## src/rtl/coring_pkg.sv

```systemverilog
package coring_pkg;
  // Strobes from control to datapath, all for the current cycle
  typedef struct packed {
    logic s1Load;   // capture a new sample into stage 1
    logic s2Load;   // capture stage-1 result into the output register
    logic apply;    // threshold condition met for the incoming sample
    logic addMode;  // 1: add correction (sharpen), 0: subtract (denoise)
  } coreStrobe_t;
endpackage

```

## src/rtl/coring_ctrl.sv

```systemverilog
module coring_ctrl
  import coring_pkg::*;
#(
  parameter int FILT_W   = 11,
  parameter int THR_W    = 6,
  parameter int GAIN_W   = 4,
  parameter int GAIN_MAX = 8
) (
  input  logic                     clk,
  input  logic                     rstN,
  input  logic                     inValid,
  input  logic signed [FILT_W-1:0] filtIn,
  input  logic                     isBorder,
  input  logic                     sharpMode,
  input  logic [THR_W-1:0]         threshold,
  input  logic [GAIN_W-1:0]        gainBorder,
  input  logic [GAIN_W-1:0]        gainData,
  output coreStrobe_t              strobe,
  output logic [GAIN_W-1:0]        gainSel,
  output logic                     outValid
);
  localparam logic [GAIN_W-1:0] GAIN_CAP = GAIN_W'(GAIN_MAX);

  logic [FILT_W-1:0] magF;
  logic [FILT_W-1:0] thrX;
  logic [GAIN_W-1:0] gainRaw;
  logic              belowThr;
  logic              aboveThr;
  logic              valid1;

  // Magnitude: negating the most negative code yields its unsigned magnitude
  always_comb begin
    magF = filtIn[FILT_W-1] ? FILT_W'(-filtIn) : FILT_W'(filtIn);
    thrX = FILT_W'(threshold);
    belowThr = magF < thrX;
    aboveThr = magF > thrX;
  end

  always_comb begin
    gainRaw = isBorder ? gainBorder : gainData;
    gainSel = (gainRaw > GAIN_CAP) ? GAIN_CAP : gainRaw;
  end

  always_comb begin
    strobe.s1Load  = inValid;
    strobe.s2Load  = valid1;
    strobe.apply   = sharpMode ? aboveThr : belowThr;
    strobe.addMode = sharpMode;
  end

  always_ff @(posedge clk or negedge rstN) begin
    if (!rstN) begin
      valid1   <= 1'b0;
      outValid <= 1'b0;
    end else begin
      valid1   <= inValid;
      outValid <= valid1;
    end
  end
endmodule

```

## src/rtl/coring_dp.sv

```systemverilog
module coring_dp
  import coring_pkg::*;
#(
  parameter int LUMA_W = 10,
  parameter int FILT_W = 11,
  parameter int GAIN_W = 4,
  parameter int FRAC_W = 4
) (
  input  logic                     clk,
  input  logic                     rstN,
  input  coreStrobe_t              strobe,
  input  logic [GAIN_W-1:0]        gainSel,
  input  logic [LUMA_W-1:0]        lumaIn,
  input  logic signed [FILT_W-1:0] filtIn,
  output logic [LUMA_W-1:0]        lumaOut
);
  localparam int W_W    = GAIN_W + 1;
  localparam int PROD_W = FILT_W + W_W + 1;
  localparam int SUM_W  = PROD_W + 2;
  localparam logic signed [PROD_W-1:0] HALF_V   = PROD_W'(1 << (FRAC_W - 1));
  localparam logic signed [SUM_W-1:0]  LUMA_TOP = SUM_W'((1 << LUMA_W) - 1);

  logic [W_W-1:0]           wNext;
  logic [LUMA_W-1:0]        lumaQ;
  logic signed [FILT_W-1:0] filtQ;
  logic [W_W-1:0]           wQ;
  logic                     applyQ;
  logic                     addQ;

  // Noise steps are twice as coarse as sharpen steps on the common scale
  always_comb begin
    wNext = strobe.addMode ? {1'b0, gainSel} : {gainSel, 1'b0};
  end

  always_ff @(posedge clk or negedge rstN) begin
    if (!rstN) begin
      lumaQ  <= '0;
      filtQ  <= '0;
      wQ     <= '0;
      applyQ <= 1'b0;
      addQ   <= 1'b0;
    end else if (strobe.s1Load) begin
      lumaQ  <= lumaIn;
      filtQ  <= filtIn;
      wQ     <= wNext;
      applyQ <= strobe.apply;
      addQ   <= strobe.addMode;
    end
  end

  logic signed [PROD_W-1:0] filtX;
  logic signed [PROD_W-1:0] wX;
  logic signed [PROD_W-1:0] prod;
  logic signed [PROD_W-1:0] corr;
  logic signed [SUM_W-1:0]  base;
  logic signed [SUM_W-1:0]  corrX;
  logic signed [SUM_W-1:0]  res;
  logic [LUMA_W-1:0]        satVal;

  always_comb begin
    filtX = PROD_W'(filtQ);
    wX    = PROD_W'($signed({1'b0, wQ}));
    prod  = filtX * wX;
    corr  = (prod + HALF_V) >>> FRAC_W;
    base  = SUM_W'($signed({1'b0, lumaQ}));
    corrX = SUM_W'(corr);
    if (!applyQ)   res = base;
    else if (addQ) res = base + corrX;
    else           res = base - corrX;
    if (res < 0)             satVal = '0;
    else if (res > LUMA_TOP) satVal = '1;
    else                     satVal = res[LUMA_W-1:0];
  end

  always_ff @(posedge clk or negedge rstN) begin
    if (!rstN)              lumaOut <= '0;
    else if (strobe.s2Load) lumaOut <= satVal;
  end
endmodule

```

## src/rtl/luma_coring_nr.sv

```systemverilog
module luma_coring_nr
  import coring_pkg::*;
#(
  parameter int LUMA_W   = 10,
  parameter int FILT_W   = 11,
  parameter int THR_W    = 6,
  parameter int GAIN_W   = 4,
  parameter int GAIN_MAX = 8
) (
  input  logic                     clk,
  input  logic                     rstN,
  input  logic                     inValid,
  input  logic [LUMA_W-1:0]        lumaIn,
  input  logic signed [FILT_W-1:0] filtIn,
  input  logic                     isBorder,
  input  logic                     sharpMode,
  input  logic [THR_W-1:0]         threshold,
  input  logic [GAIN_W-1:0]        gainBorder,
  input  logic [GAIN_W-1:0]        gainData,
  output logic                     outValid,
  output logic [LUMA_W-1:0]        lumaOut
);
  localparam int FRAC_W = 4;

  coreStrobe_t       strobe;
  logic [GAIN_W-1:0] gainSel;

  coring_ctrl #(
    .FILT_W(FILT_W), .THR_W(THR_W), .GAIN_W(GAIN_W), .GAIN_MAX(GAIN_MAX)
  ) u_ctrl (
    .clk(clk), .rstN(rstN), .inValid(inValid), .filtIn(filtIn),
    .isBorder(isBorder), .sharpMode(sharpMode), .threshold(threshold),
    .gainBorder(gainBorder), .gainData(gainData),
    .strobe(strobe), .gainSel(gainSel), .outValid(outValid)
  );

  coring_dp #(
    .LUMA_W(LUMA_W), .FILT_W(FILT_W), .GAIN_W(GAIN_W), .FRAC_W(FRAC_W)
  ) u_dp (
    .clk(clk), .rstN(rstN), .strobe(strobe), .gainSel(gainSel),
    .lumaIn(lumaIn), .filtIn(filtIn), .lumaOut(lumaOut)
  );
endmodule

```

## config.mk

```make
export PLATFORM = sky130hd
export DESIGN_NAME = luma_coring_nr
export DESIGN_NICKNAME = d
export VERILOG_FILES = /design/src/rtl/coring_pkg.sv /design/src/rtl/coring_ctrl.sv /design/src/rtl/coring_dp.sv /design/src/rtl/luma_coring_nr.sv
export SDC_FILE = /design/constraint.sdc
export NUM_CORES = 1
export LEC_CHECK = 0
export ABC_CLOCK_PERIOD_IN_PS = 8700
export BUFFER_PORTS_ARGS = -buffer_cell sky130_fd_sc_hd__buf_2
export CORE_ASPECT_RATIO = 0.9
export CORE_MARGIN = 10
export CORE_UTILIZATION = 35
export CTS_CLUSTER_SIZE = 28
export DETAILED_ROUTE_END_ITERATION = 10
export HOLD_SLACK_MARGIN = 0.05
export SYNTH_ARGS = -nofsm -noshare
export SYNTH_HDL_FRONTEND = slang
export SYNTH_HIERARCHICAL = 1
export SYNTH_SLANG_ARGS = --single-unit
```

## constraint.sdc

```tcl
create_clock -name clk -period 8.7 [get_ports clk]
set_clock_uncertainty 0.05 [all_clocks]
set_input_delay 0 -clock clk [delete_from_list [all_inputs] [get_ports clk]]
set_output_delay 0 -clock clk [all_outputs]
set_load 0.02 [all_outputs]
```

==> flow_summary.json <==
{
  "final_area_mm2": 0.00605,
  "layout_common_cells": "59 x ha_1, 50 x buf_2, 48 x inv_1",
  "rsz0062_at_grt": "false",
  "pwr-share-comb_pct": 76.9,
  "place_ws_ns": 1.77,
  "final_nets": 764,
  "finalPower_mw": 2.06,
  "clkLatencyLatePin_ns": 0.29,
  "ant_nets": 0,
  "critPathKind": "reg -> reg",
  "coreArea_mm2": 0.0148,
  "areaGrowthSynthToFinish_pct": 14.3,
  "cts_tree": "built",
  "end_kind": "flip-flop",
  "setup_ws_ns": 1.65,
  "syn-cell-area_mm2": 0.00529,
  "pwr-share-clk_pct": 10.4,
  "die_h_um": 137,
  "grt_overflow": 0,
  "antenna_found_initial": 0,
  "post_cts_buffers": 0,
  "synth_ff_type": "dfrtp_1",
  "cts_resized": 0,
  "status": "finished, final reports clean",
  "drt-initial-drc-count": 265,
  "fp-row-count": 42,
  "vias_per_cell": 5.37,
  "grt_max_degree": 41,
  "peakVddDrop_mv": 0.215,
  "gr-usage-all-layers_pct": 12.7,
  "diodes": 0,
  "period_share_pct": 81.0,
  "tightestPinTransition_ns": 0.898,
  "power_density_mw_per_mm2": 341,
  "ys_seq_area_share_pct": 18.9,
  "die_x_um": 150,
  "dpl-instance-area_mm2": 0.00567,
  "grt_pass1_vias": 4529,
  "dp.cells": 800,
  "cts_hold_buf": 21,
  "clk_pin_slew_ns": 0.06,
  "ys_ff_latch": 40,
  "synth_nets": 711,
  "grt_pass1_wl_um": 22000,
  "slew_headroom_pct": 40.1,
  "max_stage_delay_ns": 0.55,
  "seqPwrFrac_pct": 12.7,
  "finalMaxSlewViolations": 0,
  "required_ns": 8.82,
  "crit_chain": "and2_1, fa_1, inv_1, fa_1, inv_1, fa_1, ha_1, fa_1, a211oi_2, o21bai_1, a221oi_1, o21a_1, a21oi_1, xnor2_1, ha_1, nor2b_1, a41oi_1, nand2_1, a2111oi_0, o21ai_1, a211oi_1, o2bb2ai_1",
  "drt_wl_total_um": 12500,
  "gp_congestion": 0.951,
  "async_flop_share_pct": 100,
  "setup_violations": 0,
  "max_clock_freq_mhz": 142,
  "io_pins": 51,
  "drt_pass1_iterations": 4,
  "dieArea_mm2": 0.0204,
  "finalCoreUtilization_pct": 41.0,
  "cts-root-buf": "clkbuf_16",
  "cp_max_fo": 12,
  "start_util_pct": 35.8,
  "vias": 4450,
  "port_buffers": 50,
  "cap_viol_max_count": 0,
  "worst_path_most_repeated_cell": "fa_1",
  "path_buf_inv": 2,
  "cts_buffer_depth": 2,
  "setup-tns-final_ns": 0,
  "synth_warnings": 6,
  "synth_cell_types": 76,
  "cts_made_buffers": 5,
  "p_int_mw": 1.02,
  "avgSynthCellArea_um2": 9.17,
  "switching_share_pct": 50.6,
  "slowest_stage": "fa_1",
  "synth_edf_count": 0,
  "critPathLaunchType": "flip-flop",
  "place_hpwl_um": 9900,
  "syn-instance-count": 577,
  "drive_gt1_share_pct": 16.8,
  "cp.arrival_ns": 7.17,
  "clkSinkCount": 40,
  "hold_violations": 0,
  "final_common_cell": "ha_1",
  "wl_per_cell_um": 15.0,
  "fin_crit_ns": 7.05,
  "drc_errors": 0,
  "p_switching_mw": 1.04,
  "htree_levels": 2,
  "fin_cells": 829,
  "fin_hold_ws_ns": 0.0639,
  "cpLargestDelayFamily": "compound AO/OA/AOI/OAI gates",
  "hp-class": "in -> reg",
  "p_leak_nw": 2.79
}
-- area by class of cell --
type	count	area (um2)
Multi-Input combinational cell	464	3990
Clock inverter	3	47.5
Tap cell	198	248
Fill cell	1441	8720
Clock buffer	5	125
Inverter	48	180
Sequential cell	40	1000
Timing Repair Buffer	71	460
-- final timing paths --
| path | start | endpoint | slack (ns) | cells after the start |
|---|---|---|---|---|
| max | u_dp/wQ[2] | u_dp/lumaOut[3] | 1.65 | 22 |
| min | sharpMode | u_dp/wQ[0] | 0.06 | 3 |
| max reg2reg | u_dp/wQ[2] | u_dp/lumaOut[3] | 1.65 | 22 |
| min reg2reg | u_ctrl/valid1 | u_ctrl/outValid | 0.42 | 0 |
| max in group asynchronous | rstN | u_dp/filtQ[6] | 7.68 | 2 |
| min in group asynchronous | rstN | u_dp/lumaQ[8] | 0.34 | 2 |
-- tightest hold or removal path, cell delays in order --
cell and delay (ns):
buf_2 0.18, nand3_1 0.09, o21ai_0 0.08
-- metal layers --
| layer | vias up | wire (um) | global-route usage (%) |
|---|---|---|---|
| met1 | 2189 | 6020 | 17.1 |
| met2 | 90 | 5770 | 21.1 |
| met5 | - | 0 | 0 |
| met3 | 6 | 551 | 1.62 |
| met4 | 0 | 109 | 3.21 |
| li1 | 2165 | - | - |
-- flip-flops by register name (all words and copies together), names as in the netlist --
name and flops:
u_ctrl/outValid 1, u_dp/addQ 1, u_dp/filtQ 11, u_dp/wQ 5
u_dp/lumaQ 10, u_dp/applyQ 1, u_dp/lumaOut 10, u_ctrl/valid1 1
-- power groups by stage --
stage                     clock network, mW  logic (mW)  registers (mW)
final                                 0.214        1.59           0.261
after global routing                  0.227        1.81           0.269
after CTS                             0.219        1.58           0.261
after detailed placement                  0        1.56           0.265
after global placement                    0        1.54           0.263
after floorplan                           0        1.24           0.275
-- cells in the mapped netlist (all sizes together), types with 14 or more instances --
master / instances / share of area [%]
clkbuf: 14 / 0.99
a21oi: 30 / 3.0
o21ai: 32 / 3.0
ha: 59 / 14
fa: 35 / 13
xnor2: 22 / 3.6
nand2: 41 / 3.0
nor2: 24 / 1.7
inv: 48 / 3.4
and2: 40 / 4.7
mux2: 23 / 4.9
dfrtp: 40 / 19
-- logic make-up (layout without fill, tap and decap cells) --
kind of cell | after synthesis | in the layout | synth area share [%]
AO/OA/AOI/OAI | 142 | 142 | 19.7
XOR/XNOR | 30 | 30 | 4.96
adder cells (fa/ha/maj) | 94 | 94 | 27.2
buffers and inverters | 73 | 127 | 5.77
flip-flops | 40 | 40 | 18.9
multiplexers | 30 | 30 | 6.22
AND/OR/NAND/NOR | 168 | 168 | 17.3
No activity file was read; power rests on OpenSTA's default activity.
